$ cat config.mk
export PLATFORM = sky130hd
export DESIGN_NAME = batt_test_sched
export DESIGN_NICKNAME = d
export VERILOG_FILES = /design/src/rtl/bts_pkg.sv /design/src/rtl/bts_counter.sv /design/src/rtl/bts_seq.sv /design/src/rtl/bts_verdict.sv /design/src/rtl/batt_test_sched.sv
export SDC_FILE = /design/constraint.sdc
export NUM_CORES = 1
export LEC_CHECK = 0
export ABC_AREA = 1
export CAP_MARGIN = 20
export CORE_ASPECT_RATIO = 0.8
export CORE_MARGIN = 4
export CORE_UTILIZATION = 66
export DETAILED_ROUTE_END_ITERATION = 7
export PLACE_DENSITY = 0.85
export SYNTH_ARGS = -nofsm -noshare
export SYNTH_HDL_FRONTEND = slang
export SYNTH_SLANG_ARGS = --single-unit
$ cat constraint.sdc
create_clock -name clk -period 4.6 [get_ports clk]
set_input_delay 0.46 -clock clk [delete_from_list [all_inputs] [get_ports clk]]
set_output_delay 0.46 -clock clk [all_outputs]
set_load 0.02 [all_outputs]
$ cat src/rtl/bts_pkg.sv
package bts_pkg;

  typedef enum logic [1:0] {
    ST_IDLE  = 2'd0,
    ST_DELAY = 2'd1,
    ST_TEST  = 2'd2,
    ST_WAIT  = 2'd3
  } bts_state_e;

  function automatic int unsigned max3(input int unsigned a, input int unsigned b,
                                       input int unsigned c);
    int unsigned m;
    m = (a > b) ? a : b;
    return (m > c) ? m : c;
  endfunction

endpackage

$ cat src/rtl/bts_counter.sv
module bts_counter #(
  parameter int unsigned CW = 8
) (
  input  logic          clk,
  input  logic          rst_n,
  input  logic          clr,
  input  logic [CW-1:0] limit,
  output logic          hit
);
  logic [CW-1:0] cnt;

  always_ff @(posedge clk or negedge rst_n) begin
    if (!rst_n)   cnt <= '0;
    else if (clr) cnt <= '0;
    else          cnt <= cnt + 1'b1;
  end

  // hit marks the last cycle of a phase that lasts "limit" cycles
  assign hit = (cnt == limit - 1'b1);

endmodule

$ cat src/rtl/bts_seq.sv
module bts_seq
  import bts_pkg::*;
#(
  parameter int unsigned CW            = 8,
  parameter int unsigned START_DLY_CYC = 5,
  parameter int unsigned WINDOW_CYC    = 4,
  parameter int unsigned INTERVAL_CYC  = 20
) (
  input  logic clk,
  input  logic rst_n,
  input  logic pwr_good,
  output logic in_test,
  output logic test_done,
  output logic pwrup_test
);
  localparam logic [CW-1:0] LIM_DLY = CW'(START_DLY_CYC);
  localparam logic [CW-1:0] LIM_WIN = CW'(WINDOW_CYC);
  localparam logic [CW-1:0] LIM_INT = CW'(INTERVAL_CYC);

  bts_state_e    st, st_nx;
  logic [CW-1:0] limit;
  logic          hit;
  logic          cnt_clr;

  always_comb begin
    unique case (st)
      ST_TEST: limit = LIM_WIN;
      ST_WAIT: limit = LIM_INT;
      default: limit = LIM_DLY;
    endcase
  end

  always_comb begin
    st_nx = st;
    if (!pwr_good) begin
      st_nx = ST_IDLE;
    end else begin
      unique case (st)
        ST_IDLE:  st_nx = ST_DELAY;
        ST_DELAY: if (hit) st_nx = ST_TEST;
        ST_TEST:  if (hit) st_nx = ST_WAIT;
        ST_WAIT:  if (hit) st_nx = ST_TEST;
        default:  st_nx = ST_IDLE;
      endcase
    end
  end

  assign cnt_clr = (st_nx != st) || (st == ST_IDLE);

  always_ff @(posedge clk or negedge rst_n) begin
    if (!rst_n) st <= ST_IDLE;
    else        st <= st_nx;
  end

  // Marks whether the running test is the first one after power came up
  always_ff @(posedge clk or negedge rst_n) begin
    if (!rst_n)                                  pwrup_test <= 1'b0;
    else if (st == ST_DELAY && st_nx == ST_TEST) pwrup_test <= 1'b1;
    else if (st == ST_WAIT && st_nx == ST_TEST)  pwrup_test <= 1'b0;
  end

  bts_counter #(.CW(CW)) u_cnt (
    .clk   (clk),
    .rst_n (rst_n),
    .clr   (cnt_clr),
    .limit (limit),
    .hit   (hit)
  );

  assign in_test   = (st == ST_TEST);
  assign test_done = (st == ST_TEST) && hit && pwr_good;


  nopwr_idle_chk: assert property (@(posedge clk) disable iff (!rst_n)
    !pwr_good |=> (st == ST_IDLE));


  wait_exit_chk: assert property (@(posedge clk) disable iff (!rst_n)
    (st == ST_WAIT) |=> (st != ST_DELAY));


  delay_exit_chk: assert property (@(posedge clk) disable iff (!rst_n)
    (st == ST_DELAY) |=> (st != ST_WAIT));


  done_in_test_chk: assert property (@(posedge clk) disable iff (!rst_n)
    test_done |=> (st == ST_WAIT));

endmodule

$ cat src/rtl/bts_verdict.sv
module bts_verdict (
  input  logic clk,
  input  logic rst_n,
  input  logic in_test,
  input  logic test_done,
  input  logic pwrup_test,
  input  logic batt_ok,
  input  logic batt_present,
  output logic warn
);
  logic fail_acc;
  logic final_fail;
  logic present_q;
  logic present_rise;

  always_ff @(posedge clk or negedge rst_n) begin
    if (!rst_n)                     fail_acc <= 1'b0;
    else if (!in_test || test_done) fail_acc <= 1'b0;
    else if (!batt_ok)              fail_acc <= 1'b1;
  end

  assign final_fail = fail_acc | ~batt_ok;

  always_ff @(posedge clk or negedge rst_n) begin
    if (!rst_n) present_q <= 1'b0;
    else        present_q <= batt_present;
  end

  assign present_rise = batt_present & ~present_q;

  always_ff @(posedge clk or negedge rst_n) begin
    if (!rst_n)                        warn <= 1'b0;
    else if (test_done && final_fail)  warn <= 1'b1;
    else if (present_rise)             warn <= 1'b0;
    else if (test_done && pwrup_test)  warn <= 1'b0;
  end


  sticky_warn_chk: assert property (@(posedge clk) disable iff (!rst_n)
    (warn && !present_rise && !(test_done && pwrup_test)) |=> warn);


  verdict_only_chk: assert property (@(posedge clk) disable iff (!rst_n)
    (!test_done && !present_rise) |=> $stable(warn));


  fail_sets_chk: assert property (@(posedge clk) disable iff (!rst_n)
    (test_done && !batt_ok) |=> warn);

endmodule

$ cat src/rtl/batt_test_sched.sv
module batt_test_sched
  import bts_pkg::*;
#(
  parameter int unsigned START_DLY_CYC = 100,
  parameter int unsigned WINDOW_CYC    = 1000,
  parameter int unsigned INTERVAL_CYC  = 86_400_000
) (
  input  logic clk,
  input  logic rst_n,
  input  logic pwr_good,
  input  logic batt_ok,
  input  logic batt_present,
  output logic load_en,
  output logic warn_sink
);
  localparam int unsigned MAXC = max3(START_DLY_CYC, WINDOW_CYC, INTERVAL_CYC);
  localparam int unsigned CW   = $clog2(MAXC + 1);

  logic in_test;
  logic test_done;
  logic pwrup_test;
  logic warn;

  bts_seq #(
    .CW            (CW),
    .START_DLY_CYC (START_DLY_CYC),
    .WINDOW_CYC    (WINDOW_CYC),
    .INTERVAL_CYC  (INTERVAL_CYC)
  ) u_seq (
    .clk        (clk),
    .rst_n      (rst_n),
    .pwr_good   (pwr_good),
    .in_test    (in_test),
    .test_done  (test_done),
    .pwrup_test (pwrup_test)
  );

  bts_verdict u_verdict (
    .clk          (clk),
    .rst_n        (rst_n),
    .in_test      (in_test),
    .test_done    (test_done),
    .pwrup_test   (pwrup_test),
    .batt_ok      (batt_ok),
    .batt_present (batt_present),
    .warn         (warn)
  );

  // Load is cut combinationally the moment power is lost
  assign load_en   = in_test & pwr_good;
  assign warn_sink = warn;

  // Run-length counter for the window check below
  logic [CW-1:0] load_run;
  always_ff @(posedge clk or negedge rst_n) begin
    if (!rst_n)       load_run <= '0;
    else if (load_en) load_run <= load_run + 1'b1;
    else              load_run <= '0;
  end


  window_len_chk: assert property (@(posedge clk) disable iff (!rst_n)
    load_run <= CW'(WINDOW_CYC));


  load_gated_chk: assert property (@(posedge clk) disable iff (!rst_n)
    $fell(pwr_good) |-> !load_en);

endmodule

==> summary.md <==
| Metric | Value |
|---|---|
| Clock Latency Late Sink | 290 ps |
| CP required | 4140 ps |
| Worst Path Arrival | 2010 ps |
| Max-Cap Viols | 0 |
| Setup TNS | 0 ps |
| Routed Wire Length | 5100 um |
| Status | completed |
| Post_cts resized | 0 |
| RD Place Congestion | 0.962 |
| Final net count | 327 |
| Peak supply drop | 0.249 mV |
| WL/cell | 14.1 um |
| Fin util | 74.2% |
| Sequential element share of the synthesized area | 38.3% |
| DPL Wire Length | 3770 um |
| CP max stage delay | 660 ps |
| Most common cell after layout, fill and taps aside | nand2_1 |
| Ant. Diodes | 0 |
| Flop-to-flop setup slack | 2690 ps |
| Drt pass-1 iters | 5 |
| Hold Crit Depth | 1 |
| Post-DRT Antenna Nets | 0 |
| Antenna violations before repair | 0 |
| Tot GR Track Use | 26.8% |
| Multi-input gate area | 1120 um^2 |
| H-tree levels | 2 |
| I/O pins | 7 |
| CTS Buf Count | 5 |
| CP max FO | 8 |
| CTS tree | done |
| Syn nets | 318 |
| Port Buffers | 6 |
| # fillers | 242 |
| Async SR Flop Fraction | 100% |
| First-pass GRT wire length | 8530 um |
| Pwr per Cell Area | 233 nW/um^2 |
| Area post-placement | 2220 um^2 |
| Max-Slew Margin vs Limit | 72.3% |
| Initial Util | 69.3% |
| Ys Warns | 0 |
| Die Y | 59.1 um |
| Period utilization | 53.8% |
| Hold Path End | u_seq.u_cnt.cnt[0] |
| Final-report setup violation count | 0 |
| Post-synth EDFFs | 0 |
| Leakage Power | 1.03 nW |
| Unrepaired setup endpoints after global routing | no |
| Setup WS post-layout | 2130 ps |
| Setup Fix Bufs, Post-CTS | 0 |
| Area of the die | 4250 um^2 |
| Core box area | 3110 um^2 |
| DRC viols | 0 |
| Area Growth Syn to Fin | 7.03% |
| Final Power | 0.536 mW |
| Initial DRC Count | 208 |
| Worst Hold Launch | u_seq.u_cnt.cnt[0] |
| Row cnt | 18 |
| Syn Inst Count | 312 |
| Vias in the first global route | 1820 |
| Fin. Hold Viols | 0 |
| Setup crit start kind | flop |
| Crit Path Category | flop to output port |
| Average vias per placed instance | 5.52 |
| Setup Skew | 3.44 ps |
| Worst reg2reg path depth | 10 |
| Prevailing post-synth register cell | dfrtp_1 |
| R2r endpoint | u_seq.u_cnt.cnt[18] |
| Nature of the critical path endpoint | output port |
| Post-synthesis register bit count | 33 |
| Place WS | 2220 ps |
| Slew of the pin with the lowest slew margin | 412 ps |
| Min Tclk post-route | 2470 ps |
| Distinct cells, synth | 24 |
| DR vias | 1991 |
| Clk buf depth | 2 |
| Dpl cells | 354 |
| CTS Hold Buffers Added | 0 |
| Post-route cell area | 2310 um^2 |
| Clock root cell | clkbuf_8 |
| CTS sink cnt | 33 |
| Synth Area per Inst | 6.91 um^2 |
| Post-Syn Area | 2150 um^2 |
| Worst r2r src | u_seq.u_cnt.cnt[0] |
| Achievable clock frequency | 404 MHz |
| Total gr overflow | 0 |
| Sequential cell area | 826 um^2 |
| Cell Count, Final, Fillers Out | 361 |
| Largest net degree at the start of global routing | 34 |
| Hold WS | 489 ps |
| Commonest non-fill, non-tap cells in the layout | nand2_1 (80), nor2_1 (60), inv_1 (42) |
| Slew Limit Fails | 0 |
| Die width | 71.9 um |
| Min-delay worst type | flop to flop |
| Worst-path clk slew | 60 ps |
| Share of cells above drive strength 1 | 7.48% |
| Crit-path cells | inv_1 > nor2_1 > inv_1 > nor2_1 > clkdlybuf4s50_1 |
| Slowest stage cell, crit path | clkdlybuf4s50_1 |
## state kept, by name, indices dropped and copies added (netlist names)
signal / cells
u_seq.u_cnt.cnt: 27
u_seq.pwrup_test: 1
u_seq.st: 2
u_verdict.fail_acc: 1
u_verdict.present_q: 1
u_verdict.warn: 1
## synth_stat cells (3+ instances only)
| cell type | n | area [um^2] |
|---|---|---|
| o21ai_0 | 5 | 25.0 |
| nand3b_1 | 4 | 30.0 |
| inv_1 | 42 | 158 |
| a21oi_1 | 4 | 20.0 |
| nand2_2 | 3 | 18.8 |
| o21ai_1 | 3 | 15.0 |
| xor2_1 | 16 | 140 |
| nand4_1 | 11 | 68.8 |
| nor3_1 | 13 | 65.1 |
| nand3_1 | 14 | 70.1 |
| nor2_1 | 60 | 225 |
| nor2_2 | 12 | 75.1 |
| dfrtp_1 | 33 | 826 |
| nand2_1 | 80 | 300 |
| buf_6 | 3 | 33.8 |
## critical path: cells and delay by family, from the launching register on
| kind | cells | cell delay (ps) |
|---|---|---|
| flip-flops | 1 | 470 |
| buffers and inverters | 3 | 870 |
| AND/OR/NAND/NOR | 2 | 380 |
## where the power goes
group / leakage (nW) / switching [mW] / total, mW / internal [mW]
combinational: 0.531 / 0.0135 / 0.0194 / 0.00598
clock: 0.0443 / 0.104 / 0.223 / 0.119
sequential: 0.456 / 0.00202 / 0.294 / 0.292
## cell type report
class / count / area share [%]
well taps: 40 / 2.17
flip-flops and latches: 33 / 35.8
multi-input cells: 232 / 48.5
repair buffers: 7 / 2.93
inverters: 42 / 6.84
clock buffers: 7 / 3.74
## cell families (layout without fill, tap and decap cells)
kind of cell / after synthesis / after routing / synth area share [%]
and+or+nand+nor: 201 / 201 / 41.3
buffers and inverters: 47 / 56 / 9.76
DFF: 33 / 33 / 38.3
xor gates and xnor gates: 17 / 17 / 6.91
AOI/OAI and AO/OA: 13 / 13 / 3.14
adders and majority gates: 1 / 1 / 0.581
## per-layer routing
metal	share of wire, %	up-vias	global-route usage (%)
met1	45	904	39.1
met5	0	-	0
met2	44	94	38.4
met4	1.8	0	8.58
met3	8.8	10	7.46
li1	-	983	-
## how the worst max path moves through the flow
stage	endpoint	startpoint	slack (ps)	cells after the start
detailed placement	load_en	pwr_good	2220	4
finish	load_en	u_seq.st[1]	2130	5
global route	load_en	u_seq.st[1]	1990	5
global placement	load_en	pwr_good	2230	4
floorplan	u_seq.u_cnt.cnt[18]	u_seq.u_cnt.cnt[0]	3040	10
CTS	load_en	u_seq.st[1]	2140	5
Note: power is estimated with default switching activity, not from simulation.
